[src/rtl/mdio_pkg.sv]
// Package mdio_pkg
// Shared frame constants and frame builders for the management frame master.
// Assumes clause-22 style field widths: 5-bit addresses and 16-bit data.
package mdio_pkg;

    localparam int PHY_W         = 5;
    localparam int REG_W         = 5;
    localparam int DAT_W         = 16;
    localparam int RD_CMD_BITS   = 16;   // driven part of a read after the opening ones
    localparam int RD_RX_BITS    = 19;   // released part: turnaround, data, idle
    localparam int RD_TA_BITS    = 2;    // leading released bits skipped on read
    localparam int WR_FRAME_BITS = 32;   // driven part of a write after the opening ones
    localparam int WR_TAIL_BITS  = 2;    // released clocks after a write

    // Read command: two extra ones, start 01, opcode 10, addresses.
    function automatic logic [RD_CMD_BITS-1:0] read_cmd(
        input logic [PHY_W-1:0] phy,
        input logic [REG_W-1:0] rg
    );
        return {2'b11, 2'b01, 2'b10, phy, rg};
    endfunction

    // Write frame: start 01, opcode 01, addresses, turnaround 10, data.
    function automatic logic [WR_FRAME_BITS-1:0] write_frame(
        input logic [PHY_W-1:0] phy,
        input logic [REG_W-1:0] rg,
        input logic [DAT_W-1:0] dat
    );
        return {2'b01, 2'b01, phy, rg, 2'b10, dat};
    endfunction

endpackage

[src/rtl/mdc_phase_gen.sv]
// Module mdc_phase_gen
// Divides the system clock into management clock periods of 2*HALF cycles
// while run is high: HALF cycles low, then HALF cycles high. It marks the
// cycle whose closing edge raises mdc (the sample point) and the cycle whose
// closing edge ends a bit period. Assumes run rises with the counter at zero.
module mdc_phase_gen #(
    parameter int HALF = 50
) (
    input  logic clk,
    input  logic rst_n,
    input  logic run,
    output logic mdc,
    output logic rise_now,
    output logic bit_end
);
    localparam int PERIOD = 2 * HALF;
    localparam int CW     = (PERIOD > 1) ? $clog2(PERIOD) : 1;
    localparam logic [CW-1:0] RISE_AT = CW'(HALF - 1);
    localparam logic [CW-1:0] END_AT  = CW'(PERIOD - 1);

    logic [CW-1:0] phase_cnt;

    assign rise_now = run && (phase_cnt == RISE_AT);
    assign bit_end  = run && (phase_cnt == END_AT);

    // Phase counter and registered clock level; both rest at zero when idle.
    always_ff @(posedge clk) begin
        if (!rst_n || !run) begin
            phase_cnt <= '0;
            mdc       <= 1'b0;
        end else begin
            phase_cnt <= bit_end ? '0 : phase_cnt + 1'b1;
            if (rise_now)
                mdc <= 1'b1;
            else if (bit_end)
                mdc <= 1'b0;
        end
    end

endmodule

[src/rtl/mdio_bit_seq.sv]
// Module mdio_bit_seq
// Frame sequencer: it accepts a request when idle, counts bit periods, shifts
// the command out on the pad registers and shifts the read answer in.
// Assumes bit_end and rise_now come from mdc_phase_gen, which runs on busy.
// The pad registers are updated only at bit boundaries (mdc low).
module mdio_bit_seq
    import mdio_pkg::*;
#(
    parameter int PRE_BITS = 32
) (
    input  logic             clk,
    input  logic             rst_n,
    input  logic             start,
    input  logic             wr_en,
    input  logic [PHY_W-1:0] phy_addr,
    input  logic [REG_W-1:0] reg_addr,
    input  logic [DAT_W-1:0] wr_data,
    input  logic             mdio_i,
    input  logic             rise_now,
    input  logic             bit_end,
    output logic             busy,
    output logic             mdio_o,
    output logic             mdio_oe,
    output logic             done,
    output logic [DAT_W-1:0] rd_data
);
    localparam int RD_BITS = PRE_BITS + RD_CMD_BITS + RD_RX_BITS;
    localparam int WR_BITS = PRE_BITS + WR_FRAME_BITS + WR_TAIL_BITS;
    localparam int MAXB    = (RD_BITS > WR_BITS) ? RD_BITS : WR_BITS;
    localparam int IW      = $clog2(MAXB + 1);

    localparam logic [IW-1:0] PRE_I      = IW'(PRE_BITS);
    localparam logic [IW-1:0] RD_LAST    = IW'(RD_BITS - 1);
    localparam logic [IW-1:0] WR_LAST    = IW'(WR_BITS - 1);
    localparam logic [IW-1:0] RD_DRV_END = IW'(PRE_BITS + RD_CMD_BITS);
    localparam logic [IW-1:0] WR_DRV_END = IW'(PRE_BITS + WR_FRAME_BITS);
    localparam logic [IW-1:0] CAP_LO     = IW'(PRE_BITS + RD_CMD_BITS + RD_TA_BITS);
    localparam logic [IW-1:0] CAP_HI     = IW'(PRE_BITS + RD_CMD_BITS + RD_TA_BITS + DAT_W - 1);

    logic                     is_wr;
    logic [IW-1:0]            bit_idx;
    logic [WR_FRAME_BITS-1:0] tx_sr;
    logic [DAT_W-1:0]         rx_sr;

    logic          accept, last_bit, in_pre, nxt_oe, nxt_val;
    logic [IW-1:0] nxt_idx, drv_end;

    // Decode of the current bit position and of the next bit's pad value.
    always_comb begin
        accept   = start && !busy;
        last_bit = (bit_idx == (is_wr ? WR_LAST : RD_LAST));
        nxt_idx  = bit_idx + 1'b1;
        drv_end  = is_wr ? WR_DRV_END : RD_DRV_END;
        in_pre   = (bit_idx < PRE_I);
        nxt_oe   = (nxt_idx < drv_end);
        nxt_val  = (nxt_idx < PRE_I) ? 1'b1 : (in_pre ? tx_sr[WR_FRAME_BITS-1] : tx_sr[WR_FRAME_BITS-2]);
    end

    // Frame control: request latch, bit counter, transmit shifter, pad registers, done.
    always_ff @(posedge clk) begin
        if (!rst_n) begin
            busy    <= 1'b0;
            is_wr   <= 1'b0;
            bit_idx <= '0;
            tx_sr   <= '0;
            mdio_o  <= 1'b1;
            mdio_oe <= 1'b0;
            done    <= 1'b0;
        end else begin
            done <= 1'b0;
            if (accept) begin
                busy    <= 1'b1;
                is_wr   <= wr_en;
                bit_idx <= '0;
                tx_sr   <= wr_en ? write_frame(phy_addr, reg_addr, wr_data)
                                 : {read_cmd(phy_addr, reg_addr), {(WR_FRAME_BITS-RD_CMD_BITS){1'b0}}};
                mdio_o  <= 1'b1;
                mdio_oe <= 1'b1;
            end else if (busy && bit_end) begin
                if (last_bit) begin
                    busy    <= 1'b0;
                    done    <= 1'b1;
                    mdio_oe <= 1'b0;
                    mdio_o  <= 1'b1;
                end else begin
                    bit_idx <= nxt_idx;
                    if (!in_pre)
                        tx_sr <= {tx_sr[WR_FRAME_BITS-2:0], 1'b0};
                    mdio_oe <= nxt_oe;
                    mdio_o  <= nxt_oe ? nxt_val : 1'b1;
                end
            end
        end
    end

    // Read capture at the mdc rising edge inside the data window; result published at frame end.
    always_ff @(posedge clk) begin
        if (!rst_n) begin
            rx_sr   <= '0;
            rd_data <= '0;
        end else begin
            if (busy && !is_wr && rise_now && bit_idx >= CAP_LO && bit_idx <= CAP_HI)
                rx_sr <= {rx_sr[DAT_W-2:0], mdio_i};
            if (busy && !is_wr && bit_end && last_bit)
                rd_data <= rx_sr;
        end
    end

    // the latched mode does not change while a frame runs.
    a_r11_mode_held: assert property (@(posedge clk) disable iff (!rst_n)
        busy |=> (!busy || $stable(is_wr)));

    // past the read command the line stays released.
    a_r4_read_released: assert property (@(posedge clk) disable iff (!rst_n)
        (busy && !is_wr && bit_idx >= RD_DRV_END) |-> !mdio_oe);

    // done is a single-cycle strobe.
    a_r10_done_pulse: assert property (@(posedge clk) disable iff (!rst_n)
        done |=> !done);

    // read data moves only together with done.
    a_r10_rd_hold: assert property (@(posedge clk) disable iff (!rst_n)
        !done |-> $stable(rd_data));

endmodule

[src/rtl/mdio_frame_master.sv]
// Module mdio_frame_master
// Top of the management frame master: derives the management clock half
// period from the system clock rate and ceiling, and joins the clock divider
// to the frame sequencer. Assumes an external pad joins mdio_o/mdio_oe/mdio_i
// and a pull-up holds the released line high.
module mdio_frame_master #(
    parameter int SYS_CLK_HZ    = 250_000_000,
    parameter int MDC_MAX_HZ    = 2_500_000,
    parameter int PREAMBLE_BITS = 32
) (
    input  logic        clk,
    input  logic        rst_n,
    input  logic        start,
    input  logic        wr_en,
    input  logic [4:0]  phy_addr,
    input  logic [4:0]  reg_addr,
    input  logic [15:0] wr_data,
    output logic [15:0] rd_data,
    output logic        done,
    output logic        mdc,
    output logic        mdio_o,
    output logic        mdio_oe,
    input  logic        mdio_i
);
    localparam int HALF_RAW = (SYS_CLK_HZ + 2 * MDC_MAX_HZ - 1) / (2 * MDC_MAX_HZ);
    localparam int HALF     = (HALF_RAW < 1) ? 1 : HALF_RAW;

    logic busy, rise_now, bit_end;

    // Management clock divider, running only while a frame is active.
    mdc_phase_gen #(
        .HALF (HALF)
    ) u_phase (
        .clk      (clk),
        .rst_n    (rst_n),
        .run      (busy),
        .mdc      (mdc),
        .rise_now (rise_now),
        .bit_end  (bit_end)
    );

    // Frame sequencer driving the pad and collecting read data.
    mdio_bit_seq #(
        .PRE_BITS (PREAMBLE_BITS)
    ) u_seq (
        .clk      (clk),
        .rst_n    (rst_n),
        .start    (start),
        .wr_en    (wr_en),
        .phy_addr (phy_addr),
        .reg_addr (reg_addr),
        .wr_data  (wr_data),
        .mdio_i   (mdio_i),
        .rise_now (rise_now),
        .bit_end  (bit_end),
        .busy     (busy),
        .mdio_o   (mdio_o),
        .mdio_oe  (mdio_oe),
        .done     (done),
        .rd_data  (rd_data)
    );

    // pad controls hold still while the management clock is high.
    a_r9_steady_while_high: assert property (@(posedge clk) disable iff (!rst_n)
        mdc |-> ($stable(mdio_o) && $stable(mdio_oe)));

    // with no frame in progress the clock rests low and the line is released.
    a_r7_idle_quiet: assert property (@(posedge clk) disable iff (!rst_n)
        !busy |-> (!mdc && !mdio_oe));

endmodule

[config.mk]
export PLATFORM = sky130hd
export DESIGN_NAME = mdio_frame_master
export DESIGN_NICKNAME = d
export VERILOG_FILES = /design/src/rtl/mdio_pkg.sv /design/src/rtl/mdc_phase_gen.sv /design/src/rtl/mdio_bit_seq.sv /design/src/rtl/mdio_frame_master.sv
export SDC_FILE = /design/constraint.sdc
export NUM_CORES = 1
export LEC_CHECK = 0
export BUFFER_PORTS_ARGS = -buffer_cell sky130_fd_sc_hd__buf_4
export CAP_MARGIN = 20
export CORE_MARGIN = 2
export CORE_UTILIZATION = 39
export CTS_BUF_LIST = sky130_fd_sc_hd__clkbuf_4 sky130_fd_sc_hd__clkbuf_8
export CTS_CLUSTER_SIZE = 10
export DETAILED_ROUTE_END_ITERATION = 7
export PLACE_DENSITY = 0.57
export REMOVE_ABC_BUFFERS = 1
export SYNTH_ARGS = -nofsm -noshare
export SYNTH_HDL_FRONTEND = slang
export SYNTH_SLANG_ARGS = --single-unit
[constraint.sdc]
create_clock -name clk -period 5 [get_ports clk]
set_clock_uncertainty 0.2 [all_clocks]
set_input_delay 0.5 -clock clk [delete_from_list [all_inputs] [get_ports clk]]
set_output_delay 0.5 -clock clk [all_outputs]
set_load 0.01 [all_outputs]
==> results of run 1 <==
## final cells by class
class / count / area, um^2 / area share [%]
repair buffers: 50 / 375 / 8.69
flip-flops and latches: 84 / 1680 / 38.9
clock inverters: 7 / 57.6 / 1.33
clock buffers: 9 / 124 / 2.87
well taps: 129 / 161 / 3.74
inverters: 3 / 11.3 / 0.261
multi-input cells: 294 / 1910 / 44.2
## power breakdown
group          switching [W]  internal, W  total [W]
clock network       0.000258     0.000188   0.000446
registers          0.0000126     0.000691   0.000703
logic              0.0000600    0.0000477   0.000108
total               0.000330     0.000926    0.00126
## logic make-up (layout without fill, tap and decap cells)
group                    count (synthesis)  in the layout  synth area share [%]
AO/OA/AOI/OAI                           59             59                  12.2
XOR/XNOR                                14             14                  3.25
adder cells (fa/ha/maj)                  6              6                  1.99
buffers and inverters                   35             69                  5.00
flip-flops                              84             84                  44.5
multiplexers                            42             42                  11.1
AND/OR/NAND/NOR                        173            173                  21.9
## metal layers
metal	GRT usage [%]	wire length, um	vias to the layer above
li1	-	-	1507
met1	19.0	3540	1361
met2	24.2	3160	78
met3	3.76	368	6
met4	4.92	71	0
met5	0	0	-
## synth_stat cells (2+ instances only)
cell	number
a21oi_1	5
a31oi_1	4
a41oi_1	2
buf_2	5
buf_6	2
clkbuf_1	22
clkbuf_8	2
dfxtp_1	84
ha_1	6
inv_1	3
mux2i_1	42
nand2_1	67
nand3_1	41
nand3b_1	2
nor2_1	22
nor2b_1	18
nor3_1	4
nor3b_1	2
o2111ai_1	10
o211a_1	19
o21ai_0	12
or2_2	3
or3_1	3
xnor2_1	5
xor2_1	9
## metrics by stage
step	hold WS [ns]	util, %	instance area, um^2	setup WS [ns]	instances
2_1_floorplan	0.230	-	3600	2.43	381
3_3_place_gp	0.246	44.3	4140	1.90	560
3_5_place_dp	0.252	44.3	4140	1.81	560
4_1_cts	0.194	46.3	4320	1.76	576
5_1_grt	0.203	46.3	4320	1.51	576
6_report	0.214	46.3	4320	1.82	576
## worst max-delay path, cell delays in order, from the launching register on
cell and delay [ns]:
dfxtp_1 0.43, or3b_1 0.39, nor2_1 0.65, nand3b_1 0.93
mux2i_1 0.39, nor2b_1 0.07
## path summary, 6_finish.rpt
| kind | startpoint | end | slack [ns] | depth (start not counted) |
|---|---|---|---|---|
| max reg2reg | u_seq.busy | u_seq.rd_data[0] | 1.82 | 5 |
| min reg2reg | u_seq.tx_sr[24] | u_seq.tx_sr[24] | 0.26 | 2 |
| min | mdio_i | u_seq.rx_sr[0] | 0.21 | 3 |
| max | u_seq.busy | u_seq.rd_data[0] | 1.82 | 5 |
## sequential cells by signal, indices dropped and copies added (netlist names)
register,flops
u_phase.mdc,1
u_phase.phase_cnt,7
u_seq.bit_idx,7
u_seq.busy,1
u_seq.done,1
u_seq.is_wr,1
u_seq.mdio_o,1
u_seq.mdio_oe,1
u_seq.rd_data,16
u_seq.rx_sr,16
u_seq.tx_sr,32
## cell usage in the layout, fill, tap and decap left out, drive strengths merged, types with 6 or more instances in the layout
cell type  netlist  final
buf              8     50
clkbuf          24      9
dfxtp           84     84
ha               6      6
inv              3      7
mux2i           42     42
nand2           67     67
nand3           41     41
nor2            22     22
nor2b           18     18
o2111ai         10     10
o211a           19     19
o21ai           12     12
xor2             9      9
==> out/results.ini, run 1 <==
[floorplan]
die_area_um2=10500
start_util_pct=40.5
ios=51
rows=35
die_width_um=102
coreArea_um2=9330
die-height_um=102

[clock_network]
clk_path_buf_depth=2
hold_buffers=0
cts.clk_slew.worst_paths_ns=0.09
cts-resized-gates=0
clock-sinks=84
htreeDepth=3
clockRootBuffer=clkbuf_8
cts_setup_buffers=0
cts_inserted_buffers=9
clk_latency_ns=0.35
cts_tree=done

[sta]
worst_slew_pin_slew_ns=1.05
period_minus_slack_ns=3.18
fmax_ghz=0.315
maxSlewHeadroom_pct=30.1
final_max_slew_viol_count=0
rsz0062_at_grt=no
hold_viol=0
report.final.setup_viol=0
min_period_over_period_pct=63.5
finalSetupTns_ns=0

[hold_path]
min_path_type=input pin to flip-flop

[pwr]
p_leak_nw=2.00
ir_worst_vdd_mv=0.137
finalPower_w=0.00126
power_density_nw_per_um2=291

[run]
maxCapViolCount=0

[synth]
synth_top_area_share_pct=44.5
yosys_warnings=0
synth_area_um2=3780
seq_area_frac_synth_pct=44.5
synth_edf_count=0
ys.flop_type=dfxtp_1
synth.avg_cell_area_um2=9.15
synth_area_leaders=dfxtp_1, mux2i_1, nand2_1, nand3_1, o211a_1
syn_inst=413
yosys_register_bits=84
async_flop_share_pct=0
yosysTopAreaCell=dfxtp_1
ys_types=44

[global_route]
grt_max_degree=82
grt_pass1_wl_um=12400
grt_pass1_vias=2720
antenna_found_initial=0
gr-total-overflow=0
track_usage_pct=14.8

[drt]
ant_nets=0
drtPass1Iterations=4
drtIter0Drc=103
via_count=2952
drc=0
post_drt_wl_per_cell_um=12.4
viasPerCell=5.13
wirelength_um=7140

[placed_design]
place_congestion=0.751
hpwl_um=4730
buffer_ports.inserted=50

[cells_and_area]
drive_above_1_share_pct=16.1
antenna_cells=0
syn2layout_area_growth_pct=14.3
fill_cells=917
nets=479

[critical_path]
start_kind=flip-flop
required_ns=5.04
path_class=flip-flop to flip-flop
critical_path.endpoint_type=flip-flop
path_max_fanout=16
worstPathArrival_ns=3.21

[outcome]
status=completed

No activity file was read; power rests on OpenSTA's default activity.
==> run 2: changes to the inputs <==
==> constraint.sdc (replaced) <==
create_clock -name clk -period 3.2 [get_ports clk]
set_clock_uncertainty 0.2 [all_clocks]
set_input_delay 0.32 -clock clk [delete_from_list [all_inputs] [get_ports clk]]
set_output_delay 0.32 -clock clk [all_outputs]
set_load 0.01 [all_outputs]
==> run 2 against run 1 <==
Compared with the run above:
- cell count increased by 1.0%
- total power is 59% higher
- sequential power increased by 56%
- maximum frequency is 22% higher
- clock-buffer cell count stayed put
- critical path depth shrank 1
- register-to-register slack lost 1.2 ns
- highest routed layer unchanged
- first-iteration DRC count is 7.8% lower
- design area up 1.2%
- non-clock buffer count is 6 higher
==> out/results.ini, run 2 (same netlist as run 1, synthesis figures left out) <==
[clock_network]
clockRootBuffer=clkbuf_8
htreeDepth=3  ; unchanged
cts_tree=done
cts_inserted_buffers=9  ; unchanged
clk_latency_ns=0.36  ; about the same
hold_buffers=0  ; unchanged
cts.clk_slew.worst_paths_ns=0.09  ; about the same
cts_setup_buffers=0  ; unchanged
clock-sinks=84  ; unchanged
cts-resized-gates=0  ; unchanged
clk_path_buf_depth=2  ; unchanged

[drt]
wirelength_um=7340  ; +2.7%
via_count=2974  ; +0.75%
ant_nets=0  ; unchanged
drc=0  ; unchanged
viasPerCell=5.11  ; -0.29%
post_drt_wl_per_cell_um=12.6  ; +1.6%
drtIter0Drc=95  ; -7.8%
drtPass1Iterations=4  ; unchanged

[cells_and_area]
layout_common_cells=dfxtp_1, nand2_1, buf_4
antenna_cells=0  ; unchanged
final_common_cell=dfxtp_1
drive_above_1_share_pct=17.2  ; +1.1 points
syn2layout_area_growth_pct=15.7
fill_cells=936  ; +2.1%
regMostFlops=u_seq.tx_sr
nets=485  ; +1.3%
top_regs=u_seq.tx_sr (32), u_seq.rd_data (16), u_seq.rx_sr (16)
largest_reg_flops=32  ; unchanged

[global_route]
grt_pass1_wl_um=12600  ; +1.6%
antenna_found_initial=0  ; unchanged
gr-total-overflow=0  ; unchanged
grt_max_degree=55  ; -33%
grt_pass1_vias=2771  ; +1.9%
track_usage_pct=15.1  ; +0.31 points

[floorplan]
coreArea_um2=9330  ; unchanged
ios=51  ; unchanged
die_width_um=102  ; unchanged
die_area_um2=10500  ; unchanged
rows=35  ; unchanged
start_util_pct=40.5  ; unchanged
die-height_um=102  ; unchanged

[critical_path]
path_class=flip-flop to flip-flop
required_ns=3.21  ; -1.83 ns
crit_end=u_seq.rx_sr[1]
cp.depth=4  ; -1
crit_start=u_seq.busy
path_max_fanout=16  ; unchanged
timing.reg2reg.worst_path_depth=4  ; -1
regToRegEndpoint=u_seq.rx_sr[1]
r2r_setup_slack_ns=0.59  ; -1.23 ns
crit_slowest_cell=or3_1
crit_family=simple AND/OR/NAND/NOR gates
start_kind=flip-flop
crit_chain=or3b_1 -> or4b_4 -> or3_1 -> mux2i_1
cpPeakStageDelay_ns=0.72  ; -0.21 ns
crit_buf_inv=0  ; unchanged
r2r_start=u_seq.busy
critical_path.endpoint_type=flip-flop
worstPathArrival_ns=2.62  ; -0.59 ns

[pwr]
p_leak_nw=2.03  ; +1.6%
power_density_nw_per_um2=458  ; +57%
ir_worst_vdd_mv=0.167  ; +22%
finalPower_w=0.00200  ; +59%

[hold_path]
min_path_type=input pin to flip-flop

[sta]
hold_viol=0  ; unchanged
rsz0062_at_grt=no
fmax_ghz=0.383  ; +22%
period_minus_slack_ns=2.61  ; -0.566 ns
finalSetupTns_ns=0  ; unchanged
min_period_over_period_pct=81.6  ; +18 points
report.final.setup_viol=0  ; unchanged
maxSlewHeadroom_pct=42.5  ; +12 points
worst_slew_pin_slew_ns=0.863  ; -0.183 ns
final_max_slew_viol_count=0  ; unchanged

[placed_design]
hpwl_um=4890  ; +3.4%
place_congestion=0.777  ; +3.5%
buffer_ports.inserted=50  ; unchanged

[outcome]
status=completed

[run]
maxCapViolCount=0  ; unchanged

==> run 2: cell count changes in the layout (fill, tap and decap cells not counted) <==
| cell | before | now |
|---|---|---|
| clkinv_4 | 0 | 1 |
| clkinv_2 | 1 | 0 |
| inv_8 | 1 | 3 |
| inv_6 | 3 | 1 |
| buf_4 | 50 | 56 |
==> run 2: worst min-delay path, stage by stage <==
cell and delay (ns):
buf_4 0.11, nand2_1 0.05, mux2i_1 0.06
==> run 2: area by class of cell <==
cell class	count	area, um^2	share of cell area (%)
Clock buffer	9	124	2.83
Clock inverter	7	66.3	1.52
Inverter	3	11.3	0.258
Multi-Input combinational cell	294	1910	43.6
Sequential cell	84	1680	38.5
Tap cell	129	161	3.69
Timing Repair Buffer	56	420	9.62
==> run 2: per-layer routing <==
metal	GRT usage, %	share of wire, %	vias to the layer above
met3	3.69	4.9	13
met4	6.56	1.8	0
met1	20.3	49	1380
li1	-	-	1520
met5	0	0	-
met2	23.0	44	61
==> run 2: how the worst min path moves through the flow <==
stage | slack, ns | depth (start not counted) | startpoint | endpoint
after global placement | 0.25 | 2 | u_seq.tx_sr[21] | u_seq.tx_sr[21]
after floorplan | 0.23 | 1 | u_phase.phase_cnt[0] | u_phase.phase_cnt[0]
final | 0.03 | 3 | mdio_i | u_seq.rx_sr[0]
after detailed placement | 0.25 | 2 | u_seq.tx_sr[19] | u_seq.tx_sr[19]
after global routing | 0.03 | 3 | mdio_i | u_seq.rx_sr[0]
after CTS | 0.02 | 3 | mdio_i | u_seq.rx_sr[0]
==> run 2: per-stage QoR <==
stage | hold slack, ns | utilization (%) | instances | cell area (um^2) | setup slack, ns
after floorplan | 0.230 | - | 381 | 3600 | 0.626
after global placement | 0.248 | 44.8 | 566 | 4180 | 0.625
after detailed placement | 0.254 | 44.8 | 566 | 4180 | 0.576
after CTS | 0.0174 | 46.9 | 582 | 4370 | 0.574
after global routing | 0.0307 | 46.9 | 582 | 4370 | 0.447
final | 0.0306 | 46.9 | 582 | 4370 | 0.590
==> run 2: report_power, final <==
part / internal [W] / switching, W / leakage, nW
clock: 0.000302 / 0.000429 / 0.0918
sequential: 0.00108 / 0.0000199 / 0.683
combinational: 0.0000773 / 0.0000938 / 1.25
